File: src/rtl/flash_fe_pkg.sv
package flash_fe_pkg;

    localparam int FE_DATA_W = 16;
    localparam int FE_LANE_W = FE_DATA_W / 2;

    typedef enum logic [2:0] {
        BUS_RESET   = 3'd0,
        BUS_STANDBY = 3'd1,
        BUS_OUTOFF  = 3'd2,
        BUS_READ    = 3'd3,
        BUS_WRITE   = 3'd4
    } bus_op_e;

    typedef struct packed {
        logic ce_n;
        logic oe_n;
        logic we_n;
        logic rst_n;
        logic byte_n;
        logic d15;
    } pins_t;

    function automatic bus_op_e decode_op(input pins_t p);
        if (!p.rst_n)                 return BUS_RESET;
        else if (p.ce_n)              return BUS_STANDBY;
        else if (!p.we_n && p.oe_n)   return BUS_WRITE;
        else if (!p.oe_n && p.we_n)   return BUS_READ;
        else                          return BUS_OUTOFF;
    endfunction

    function automatic logic [FE_DATA_W-1:0] lane_pick(
        input logic                 byte_n,
        input logic                 lsb,
        input logic [FE_DATA_W-1:0] word
    );
        if (byte_n) return word;
        return {{FE_LANE_W{1'b0}},
                (lsb ? word[FE_DATA_W-1:FE_LANE_W] : word[FE_LANE_W-1:0])};
    endfunction

endpackage

File: src/rtl/fe_pin_sampler.sv
module fe_pin_sampler
    import flash_fe_pkg::*;
#(
    parameter int ADDR_W = 21
) (
    input  logic                 clk,
    input  logic                 rst,
    input  logic                 ce_n,
    input  logic                 oe_n,
    input  logic                 we_n,
    input  logic                 reset_n,
    input  logic                 byte_n,
    input  logic [ADDR_W-1:0]    addr,
    input  logic [FE_DATA_W-1:0] dq_in,
    output pins_t                s_pins,
    output logic [ADDR_W-1:0]    s_addr,
    output logic [FE_DATA_W-1:0] s_dq
);
    always_ff @(posedge clk) begin
        if (rst) begin
            s_pins <= '{ce_n: 1'b1, oe_n: 1'b1, we_n: 1'b1,
                        rst_n: 1'b0, byte_n: 1'b1, d15: 1'b0};
            s_addr <= '0;
            s_dq   <= '0;
        end else begin
            s_pins <= '{ce_n: ce_n, oe_n: oe_n, we_n: we_n,
                        rst_n: reset_n, byte_n: byte_n,
                        d15: dq_in[FE_DATA_W-1]};
            s_addr <= addr;
            s_dq   <= dq_in;
        end
    end
endmodule

File: src/rtl/fe_sleep_timer.sv
module fe_sleep_timer #(
    parameter int AW        = 22,
    parameter int SLEEP_CYC = 8
) (
    input  logic          clk,
    input  logic          rst,
    input  logic [AW-1:0] cur_addr,
    output logic          sleep
);
    localparam int CNT_W = $clog2(SLEEP_CYC + 1);
    localparam logic [CNT_W-1:0] LIMIT = CNT_W'(SLEEP_CYC);

    logic [CNT_W-1:0] cnt;
    logic [AW-1:0]    last_addr;
    logic             same;

    assign same  = (cur_addr == last_addr);
    assign sleep = same && (cnt == LIMIT);

    always_ff @(posedge clk) begin
        if (rst) begin
            cnt       <= '0;
            last_addr <= '0;
        end else begin
            last_addr <= cur_addr;
            if (!same)
                cnt <= '0;
            else if (cnt != LIMIT)
                cnt <= cnt + 1'b1;
        end
    end
endmodule

File: src/rtl/fe_write_capture.sv
module fe_write_capture
    import flash_fe_pkg::*;
#(
    parameter int AW = 22
) (
    input  logic                 clk,
    input  logic                 rst,
    input  pins_t                s_pins,
    input  logic [AW-1:0]        cur_addr,
    input  logic [FE_DATA_W-1:0] s_dq,
    output logic                 wr_strobe,
    output logic [AW-1:0]        wr_addr,
    output logic [FE_DATA_W-1:0] wr_data
);
    logic busy;
    logic both_low;
    logic both_high;
    logic opening;

    assign both_low  = !s_pins.ce_n && !s_pins.we_n;
    assign both_high = s_pins.ce_n && s_pins.we_n;
    assign opening   = s_pins.rst_n && both_low && s_pins.oe_n;
    assign wr_strobe = busy && both_high && s_pins.rst_n;

    always_ff @(posedge clk) begin
        if (rst) begin
            busy    <= 1'b0;
            wr_addr <= '0;
            wr_data <= '0;
        end else if (!s_pins.rst_n) begin
            busy <= 1'b0;
        end else begin
            if (opening)
                busy <= 1'b1;
            else if (busy && both_high)
                busy <= 1'b0;
            if ((opening || busy) && both_low) begin
                wr_addr <= cur_addr;
                wr_data <= s_pins.byte_n ? s_dq
                         : {{FE_LANE_W{1'b0}}, s_dq[FE_LANE_W-1:0]};
            end
        end
    end
endmodule

File: src/rtl/fe_read_path.sv
module fe_read_path
    import flash_fe_pkg::*;
(
    input  logic                 clk,
    input  logic                 rst,
    input  logic                 sleep,
    input  logic                 byte_n,
    input  logic                 lsb,
    input  logic [FE_DATA_W-1:0] rd_data,
    output logic [FE_DATA_W-1:0] dq_out
);
    always_ff @(posedge clk) begin
        if (rst)
            dq_out <= '0;
        else if (!sleep)
            dq_out <= lane_pick(byte_n, lsb, rd_data);
    end
endmodule

File: src/rtl/flash_bus_frontend.sv
module flash_bus_frontend
    import flash_fe_pkg::*;
#(
    parameter int ADDR_W    = 21,
    parameter int SLEEP_CYC = 8
) (
    input  logic                 clk,
    input  logic                 rst,
    input  logic                 ce_n,
    input  logic                 oe_n,
    input  logic                 we_n,
    input  logic                 reset_n,
    input  logic                 byte_n,
    input  logic [ADDR_W-1:0]    addr,
    input  logic [15:0]          dq_in,
    input  logic [15:0]          rd_data,
    output logic [15:0]          dq_out,
    output logic                 dq_oe_lo,
    output logic                 dq_oe_hi,
    output logic [2:0]           bus_op,
    output logic [ADDR_W:0]      mem_addr,
    output logic                 sleep,
    output logic                 wr_strobe,
    output logic [ADDR_W:0]      wr_addr,
    output logic [15:0]          wr_data
);
    localparam int AW = ADDR_W + 1;

    pins_t               s_pins;
    logic [ADDR_W-1:0]   s_addr;
    logic [FE_DATA_W-1:0] s_dq;
    bus_op_e             op;
    logic                addr_lsb;

    fe_pin_sampler #(.ADDR_W(ADDR_W)) u_smp (
        .clk(clk), .rst(rst), .ce_n(ce_n), .oe_n(oe_n), .we_n(we_n),
        .reset_n(reset_n), .byte_n(byte_n), .addr(addr), .dq_in(dq_in),
        .s_pins(s_pins), .s_addr(s_addr), .s_dq(s_dq)
    );

    assign op       = decode_op(s_pins);
    assign bus_op   = op;
    assign addr_lsb = s_pins.byte_n ? 1'b0 : s_pins.d15;
    assign mem_addr = {s_addr, addr_lsb};
    assign dq_oe_lo = (op == BUS_READ);
    assign dq_oe_hi = (op == BUS_READ) && s_pins.byte_n;

    fe_sleep_timer #(.AW(AW), .SLEEP_CYC(SLEEP_CYC)) u_slp (
        .clk(clk), .rst(rst), .cur_addr(mem_addr), .sleep(sleep)
    );

    fe_read_path u_rd (
        .clk(clk), .rst(rst), .sleep(sleep), .byte_n(s_pins.byte_n),
        .lsb(addr_lsb), .rd_data(rd_data), .dq_out(dq_out)
    );

    fe_write_capture #(.AW(AW)) u_wr (
        .clk(clk), .rst(rst), .s_pins(s_pins), .cur_addr(mem_addr),
        .s_dq(s_dq), .wr_strobe(wr_strobe), .wr_addr(wr_addr),
        .wr_data(wr_data)
    );
endmodule

File: config.mk
export PLATFORM = sky130hd
export DESIGN_NAME = flash_bus_frontend
export DESIGN_NICKNAME = d
export VERILOG_FILES = /design/src/rtl/flash_fe_pkg.sv /design/src/rtl/fe_pin_sampler.sv /design/src/rtl/fe_sleep_timer.sv /design/src/rtl/fe_write_capture.sv /design/src/rtl/fe_read_path.sv /design/src/rtl/flash_bus_frontend.sv
export SDC_FILE = /design/constraint.sdc
export NUM_CORES = 1
export LEC_CHECK = 0
export ABC_CLOCK_PERIOD_IN_PS = 1860
export BUFFER_PORTS_ARGS = -buffer_cell sky130_fd_sc_hd__buf_2
export CAP_MARGIN = 25
export CORE_AREA = 2 2 107 99
export CTS_BUF_LIST = sky130_fd_sc_hd__clkbuf_16
export DETAILED_ROUTE_END_ITERATION = 6
export DIE_AREA = 0 0 109 101
export PLACE_DENSITY_LB_ADDON = 0.2
export RECOVER_POWER = 50
export SYNTH_ARGS = -nofsm -noshare
export SYNTH_HDL_FRONTEND = slang
export SYNTH_SLANG_ARGS = --single-unit
File: constraint.sdc
create_clock -name clk -period 1.86 [get_ports clk]
set_input_delay 0.093 -clock clk [delete_from_list [all_inputs] [get_ports clk]]
set_output_delay 0.093 -clock clk [all_outputs]
set_load 0.05 [all_outputs]
# Word level (Yosys, flattened, before mapping)

Index checks and enable logic that the tools add are counted.

Reduce and logical (&&, ||, !) cells: 19
Eq/ne operators: 4
Bitwise logic cells: 2
Add/sub/neg operators: 1
Muxes and demuxes: 14

Operators with widths:

| cell                  | count |
|---|---|
| $mux W16              | 3 |
| $eq A22 B22 Y1        | 1 |
| $logic_and A1 B1 Y1   | 11 |
| $mux W3               | 3 |
| $mux W8               | 1 |
| $mux W1               | 7 |
| $add A4 B1 Y4 const B | 1 |
| $eq A4 B4 Y1 const B  | 1 |
| $ne A4 B4 Y1 const B  | 1 |
| $reduce_or A2 Y1      | 2 |
| $eq A3 B2 Y1 const B  | 1 |
| $logic_not A1 Y1      | 3 |
| $not A1 Y1            | 2 |
| $reduce_and A2 Y1     | 1 |
| $reduce_bool A2 Y1    | 1 |
| $logic_or A1 B1 Y1    | 1 |

Register bits after elaboration: 124
Output and inout bits: 83
Input port bits: 60

# Depth between registers and ports, before layout

Gate-level depths: netlist (run 1).

Depth in word-level cells: 8
Mapped depth: 8

# Cells and area by module

Synthesis (run 1) repeated with hierarchy kept, for this count alone.

Cells, all modules: 463
Area total of the unflattened synthesis: 4,578.1 µm²

By module, submodules not included:

| module             | sequential area each (µm²) | area each (µm²) | cells an instance | instances |
|---|---|---|---|---|
| fe_write_capture   | 780.7                      | 1,546.5         | 184               | 1 |
| fe_pin_sampler     | 840.8                      | 1,137.3         | 89                | 1 |
| fe_sleep_timer     | 520.5                      | 1,101.1         | 98                | 1 |
| fe_read_path       | 320.3                      | 724.4           | 83                | 1 |
| flash_bus_frontend | 0.0                        | 68.8            | 9                 | 1 |

# Worst setup path after synthesis (run 1)

No wires, ideal clock.

Path kind: register -> output
From: register u_smp.s_addr[16]
To: output port sleep
Stages on the path, launching flop included: 5
Buffers on the path: 0
Required time: 1.767 ns
Arrival: 2.850 ns
Path slack: -1.083 ns
Cell sequence: dfxtp_1 xor2_1 nor4_2 nand4_2 nor4_1

Longest elaborated chain between the ends: 2

RTL lines:

| element                  | RTL line                 | source |
|---|---|---|
| start: declaration       | fe_pin_sampler.sv:16     | `output logic [ADDR_W-1:0] s_addr,` |
| start signal: assignment | fe_pin_sampler.sv:29     | `s_addr <= addr;` |
| $eq A22 B22 Y1           | fe_sleep_timer.sv:17     | `assign same = (cur_addr == last_addr);` |
| $logic_and A1 B1 Y1      | fe_sleep_timer.sv:18     | `assign sleep = same && (cnt == LIMIT);` |
| end: declaration         | flash_bus_frontend.sv:22 | `output logic sleep,` |

No other way between the ends.

# Worst setup path after layout (run 1)

From: register u_smp.s_addr[9]
To: output port sleep

The elaborated chain is that of the path after synthesis.

==> flow_summary.yaml, run 1 <==
timing:
  hold_violations: 0
  whs_ns: 0.111
  rsz0062_at_grt: "true"
  final.setup_skew_ns: 0.0112
  final-setup-viol-count: 21
  period_share: 1.15
  slew-limit-headroom: 0.331
  period_minus_slack_ns: 2.14
  worstMarginPinSlew_ns: 1.00
  max_clock_freq_mhz: 467
  fin_ws_ns: -0.282
  drv_slew: 0
final_layout:
  num_antenna_cells: 0
  layout.cells.non_filler: 819
  stdcell_area_mm2: 0.00657
  nFillCells: 786
  area_delta_synth_final_pct: 50.6
  drive_above_1_share: 0.310
  final_util: 0.661
  nNetsFinal: 739
floorplanning:
  fp.dieW_um: 109
  core_area_mm2: 0.00994
  dieArea_mm2: 0.0110
  pin_count: 143
  start_util: 0.439
  die_h_um: 101
  num_rows: 35
place:
  hpwlAfterDp_mm: 6.68
  dpl.cell_count: 732
  port_buffers: 142
  place.gp.congestion: 0.781
  placed_cell_area_mm2: 0.00542
yosys:
  synth_warnings: 0
  synthArstFlopShare: 0
  synth-seq-cells: 123
  yosysTopAreaCellShare: 0.565
  syn_inst: 462
  synth-edff-count: 0
  synth_nets: 524
  yosys-top-cells-area: "dfxtp_1 56%, nor2b_1 9.8%, nand2_1 8.3%"
  ys_types: 32
  synth.largest_area_cell: "dfxtp_1"
  synth_flop_cell: "dfxtp_1"
  synth_area_mm2: 0.00436
  ys_seq_area_frac: 0.565
  syn_area_per_cell_um2: 9.44
pwr:
  switchingPower_w: 0.00157
  p_int_w: 0.00510
  total_power_w: 0.00668
  powerDensity_mw_per_mm2: 1020
  switching_share: 0.236
  combPwrFrac: 0.095
  p_leak_nw: 2.85
  ir_drop_mv: 0.566
  p_seq_frac: 0.416
  clkPwrFrac: 0.489
setup_path:
  crit_type: "register to primary output"
  worstPathArrival_ns: 2.05
  cp_max_fo: 4
  cp_data_required_time_ns: 1.77
  startpoint_type: "register"
  regToRegSetupSlack_ns: -0.18
  end_kind: "primary output"
  r2r_start: "u_smp.s_addr[10]"
  crit_path_start: "u_smp.s_addr[9]"
detailed_routing:
  drtPass1Iterations: 4
  num_vias: 3719
  viasPerCell: 4.54
  drt-initial-drc-count: 106
  ant_nets: 0
  wirelength_mm: 10.4
  drcViolationCount: 0
  avgRoutedWirePerCell_um: 12.7
clock_network:
  root_buffer: "clkbuf_16"
  cts_buffers: 17
  htreeDepth: 4
  clk_pin_slew_ns: 0.06
  cts_tree: "yes"
  cts.sink_count: 123
  clk_latency_ns: 0.40
  cts_buffer_depth: 2
status:
  outcome: "finished, violations left"
  violations: "negative setup slack"
hold_path:
  hp-class: "input port to register"
  hp-start: "rd_data[7]"
global_routing:
  grt_max_degree: 67
  grt_pass1_vias: 3602
  antenna_found_initial: 0
  track_usage: 0.191
  grt-ovfl-total: 0
  grt_pass1_wl_mm: 16.4
job:
  max-cap-violations: 0
## synthesized netlist by cell type, drive strengths merged, types with 4 or more instances
| cell | instances |
|---|---|
| xnor2 | 7 |
| clkbuf | 21 |
| xor2 | 18 |
| dfxtp | 123 |
| nand2 | 97 |
| nor2 | 11 |
| nor2b | 68 |
| inv | 4 |
| buf | 7 |
| nor4 | 6 |
| mux2i | 8 |
| a21oi | 49 |
| nand3 | 9 |
| nand2b | 10 |
| or2 | 4 |
| mux2 | 8 |
## registers in the layout, indices dropped and copies added (netlist names)
register         count
u_wr.wr_data        16
u_smp.s_pins         5
u_smp.s_addr        21
u_wr.busy            1
u_rd.dq_out         16
u_slp.cnt            4
u_wr.wr_addr        22
u_slp.last_addr     22
u_smp.s_dq          16
## stage by stage
stage	worst slack [ns]	setup TNS (ns)
4_1_cts	-0.303	-2.94
6_report	-0.282	-2.07
5_1_grt	-0.360	-5.47
2_1_floorplan	-0.331	-3.15
3_5_place_dp	-0.216	-3.62
3_3_place_gp	-0.217	-3.41
## routing by layer
metal,vias up,share of wire,global-route usage
li1,1908,-,-
met1,1696,0.44,0.227
met2,103,0.48,0.321
met3,12,0.064,0.0504
met4,0,0.014,0.0888
met5,-,0,0
## cells in the final DEF, fill, tap and decap left out, types with 7 or more instances in the layout
master / count
a21oi_1: 49
buf_2: 113
buf_4: 25
clkbuf_1: 28
clkbuf_16: 18
dfxtp_1: 109
dfxtp_2: 11
dlygate4sd3_1: 50
mux2_4: 8
mux2i_1: 8
nand2_1: 96
nand2b_1: 10
nand3_1: 9
nor2_1: 11
nor2b_1: 68
xnor2_1: 7
xor2_1: 16
## worst paths after layout
check	cells after the start	end
min	4	u_rd.dq_out[7]
max reg2reg	8	u_rd.dq_out[2]
min reg2reg	2	u_wr.wr_data[3]
max	6	sleep
## power groups by stage
| stage | combinational, W | sequential (W) | clock [W] |
|---|---|---|---|
| after floorplan | 0.000196 | 0.00299 | 0 |
| after global placement | 0.000539 | 0.00283 | 0 |
| after detailed placement | 0.000543 | 0.00283 | 0 |
| after CTS | 0.000640 | 0.00278 | 0.00334 |
| after global routing | 0.000679 | 0.00279 | 0.00345 |
| final | 0.000633 | 0.00278 | 0.00327 |
## repair_timing
action / in CTS / in global routing
hold buffers: 50 / 0
endpoints found under the setup margin: 21 / 21
resized for setup: 11 / 5
gates cloned: 1 / 0
setup buffers: 4 / 1
pin swaps: 7 / 4
endpoints found under the hold margin: 50 / 0
## layout make-up
| cell class | instances | area [um^2] | area share |
|---|---|---|---|
| clock inverters | 15 | 176 | 0.0269 |
| flip-flops and latches | 123 | 2490 | 0.379 |
| inverters | 4 | 15.0 | 0.00229 |
| well taps | 129 | 161 | 0.0246 |
| clock buffers | 17 | 425 | 0.0648 |
| multi-input cells | 307 | 1840 | 0.280 |
| repair buffers | 224 | 1470 | 0.223 |
## critical path, stage by stage (launching register included)
cell and delay, ns:
dfxtp_1 0.33, xor2_1 0.17, nor4_2 0.30, nand4_2 0.18, buf_4 0.18, nor4_4 0.31
buf_12 0.18
## cells by family after synthesis
group	synth area share
xor gates and xnor gates	0.0502
adders and majority gates	0.00574
and+or+nand+nor	0.249
muxes	0.0407
AOI/OAI and AO/OA	0.0579
DFF	0.565
buffers and inverters	0.0318
Power figures use the tool's default switching activity.
==> inputs of run 2 (changes only) <==
- ABC_CLOCK_PERIOD_IN_PS: 1860 -> 2500
- CORE_AREA: 2 2 107 99 -> 2 2 104 96
- DIE_AREA: 0 0 109 101 -> 0 0 106 98
- SYNTH_HIERARCHICAL: not set -> 1
- clock period: 1.86 -> 2.5 ns (I/O delays scaled with it)
==> run 2 against run 1 <==
First-iteration DRC count is 40% higher. Largest cell class unchanged. Clock skew is 0.0031 ns lower. Combinational power decreased by 25%. Largest power group is now sequential cells. Utilization is 0.40 points higher. The run ends with max-capacitance violations, max-slew violations left. Via count rose by 4.8%. Global-route usage up 2.9 points. Power down 32%. Critical endpoint unchanged. Non-clock buffer count down 24.
==> flow_summary.yaml, run 2 <==
clock_network:
  cts_buffers: 17
  clk_latency_ns: 0.40
  htreeDepth: 4
  cts_buffer_depth: 2
  cts_tree: "yes"
  root_buffer: "clkbuf_16"
  clk_pin_slew_ns: 0.05
  cts_post_setup_buffers_inserted: 0
  cts.sink_count: 123
yosys:
  ys_types: 40
  syn_inst: 463
  syn_area_per_cell_um2: 9.89
  yosysTopAreaCellShare: 0.538
  synthArstFlopShare: 0
  synth_flop_cell: "dfxtp_1"
  synth_warnings: 6
  yosysMostFrequentCell: "dfxtp_1"
  synth_area_mm2: 0.00458
  synth_common_cells: "123 x dfxtp_1, 63 x nor2b_1, 46 x a21oi_1"
  synth-edff-count: 0
  ys_seq_area_frac: 0.538
  synth_nets: 525
  synth-seq-cells: 123
  synth.largest_area_cell: "dfxtp_1"
  yosys-top-cells-area: "dfxtp_1 54%, nor2b_1 8.6%, a21oi_1 5.0%"
floorplanning:
  num_rows: 34
  pin_count: 143
  dieArea_mm2: 0.0104
  die_h_um: 98
  core_area_mm2: 0.00940
  fp.dieW_um: 106
  start_util: 0.487
detailed_routing:
  avgRoutedWirePerCell_um: 14.4
  wirelength_mm: 11.2
  num_vias: 3898
  ant_nets: 0
  drt-initial-drc-count: 148
  drcViolationCount: 0
  drtPass1Iterations: 4
  viasPerCell: 4.98
timing:
  worstMarginPinSlew_ns: 2.18
  hold_violations: 0
  max_clock_freq_mhz: 432
  final-setup-viol-count: 0
  setup_tns_ns: 0
  period_share: 0.926
  period_minus_slack_ns: 2.32
  slew-limit-headroom: -0.451
  drv_slew: 49
  final.setup_skew_ns: 0.00813
setup_path:
  crit_type: "register to primary output"
  critPathBufInv: 2
  critPathTopFamily: "simple AND/OR/NAND/NOR gates"
  cp_cell_sequence: "xor2_1 -> nor4_2 -> nand3_1 -> nor3_4 -> buf_6 -> buf_4"
  cp_max_fo: 34
  end_kind: "primary output"
  startpoint_type: "register"
  cp_data_required_time_ns: 2.38
  worstPathArrival_ns: 2.19
  cp_slowest_cell: "dfxtp_2"
  cpPeakStageDelay_ns: 0.33
global_routing:
  track_usage: 0.220
  grt_pass1_vias: 3811
  grt_max_degree: 68
  grt_pass1_wl_mm: 18.2
  grt-ovfl-total: 0
  antenna_found_initial: 0
final_layout:
  drive_above_1_share: 0.250
  final_cell_mix: "118 x dfxtp_1, 103 x buf_2, 63 x nor2b_1"
  nFillCells: 773
  nNetsFinal: 706
  top_regs: "u_slp/last_addr: 22 flops, u_wr/wr_addr: 22 flops, u_smp/s_addr: 21 flops"
  mostFrequentLayoutCell: "dfxtp_1"
  area_delta_synth_final_pct: 36.5
  layout.cells.non_filler: 782
  num_antenna_cells: 0
pwr:
  clkPwrFrac: 0.442
  p_seq_frac: 0.454
  p_int_w: 0.00344
  switchingPower_w: 0.00113
  p_leak_nw: 2.69
  switching_share: 0.248
  combPwrFrac: 0.104
  ir_drop_mv: 0.417
  powerDensity_mw_per_mm2: 732
place:
  hpwlAfterDp_mm: 6.97
  dpl.cell_count: 703
  port_buffers: 142
  place.gp.congestion: 0.776
hold_path:
  hp-class: "input port to register"
job:
  max-cap-violations: 1
status:
  violations: "max-capacitance violations, max-slew violations"
  outcome: "finished, violations left"
[run 2: cell count changes after synthesis, moves of 12 or more]
cell      delta
nand2_1     -86
nand3_1     +24
buf_2       +12
clkbuf_1    -12
o21ai_1     +18
o21ai_0     +18
[run 2: cell families (layout without fill, tap and decap cells)]
kind of cell	after synthesis	count (layout)	share of synthesized area
buffers and inverters	48	241	0.0615
DFF	123	123	0.538
adders and majority gates	2	2	0.00547
muxes	1	1	0.00246
xor gates and xnor gates	25	25	0.0478
and+or+nand+nor	162	162	0.216
AOI/OAI and AO/OA	102	102	0.129
[run 2: power by group through the flow]
stage | Sequential (W) | Clock (W) | Combinational [W]
2_1_floorplan | 0.00223 | 0 | 0.000179
3_3_place_gp | 0.00211 | 0 | 0.000415
3_5_place_dp | 0.00212 | 0 | 0.000419
4_1_cts | 0.00207 | 0.00207 | 0.000477
5_1_grt | 0.00208 | 0.00216 | 0.000511
6_report | 0.00207 | 0.00202 | 0.000476
[run 2: worst paths after layout]
path	start	slack, ns	depth (start not counted)	endpoint
hold / removal	rd_data[8]	0.02	3	u_rd/dq_out[8]
setup / recovery	u_smp/s_addr[14]	0.18	6	sleep
setup reg to reg	u_smp/s_addr[14]	0.36	8	u_rd/dq_out[13]
hold reg to reg	u_smp/s_dq[0]	0.45	2	u_wr/wr_data[0]
[run 2: metal layers]
metal | vias up | part of all wire | GRT usage
li1 | 1934 | - | -
met1 | 1830 | 0.45 | 0.276
met2 | 117 | 0.49 | 0.366
met3 | 17 | 0.050 | 0.0574
met4 | 0 | 0.015 | 0.0789
met5 | - | 0 | 0
[run 2: area by class of cell]
| class | count | area (um^2) | share of cell area |
|---|---|---|---|
| Tap cell | 126 | 158 | 0.0252 |
| Sequential cell | 123 | 2470 | 0.395 |
| Clock buffer | 17 | 425 | 0.0681 |
| Timing Repair Buffer | 200 | 1230 | 0.197 |
| Clock inverter | 14 | 67.6 | 0.0108 |
| Inverter | 10 | 37.5 | 0.00601 |
| Multi-Input combinational cell | 292 | 1860 | 0.297 |
[run 2: tightest hold or removal path: cells and delay by family]
| family | cells | cell delay (ns) |
|---|---|---|
| compound gates | 1 | 0.06 |
| buf+inv | 1 | 0.11 |
| simple gates | 1 | 0.08 |
[run 2: per-stage QoR]
step / total power, W / cell area, um^2 / hold slack, ns / util / setup WS [ns]
floorplan: 0.00241 / 4600 / 0.189 / - / 0.00771
global placement: 0.00253 / 5320 / 0.301 / 0.566 / 0.384
global route: 0.00476 / 6250 / 0.00336 / 0.665 / -0.0310
finish: 0.00457 / 6250 / 0.0151 / 0.665 / 0.184
detailed placement: 0.00253 / 5320 / 0.304 / 0.566 / 0.312
CTS: 0.00462 / 6290 / 0.00154 / 0.670 / 0.0419
[run 2: timing repair]
action                                  in CTS  in global routing
gates cloned                                 0                  0
gates resized for setup                      1                  2
hold endpoints to repair                    52                  0
endpoints found under the setup margin       1                  1
hold buffers                                48                  0
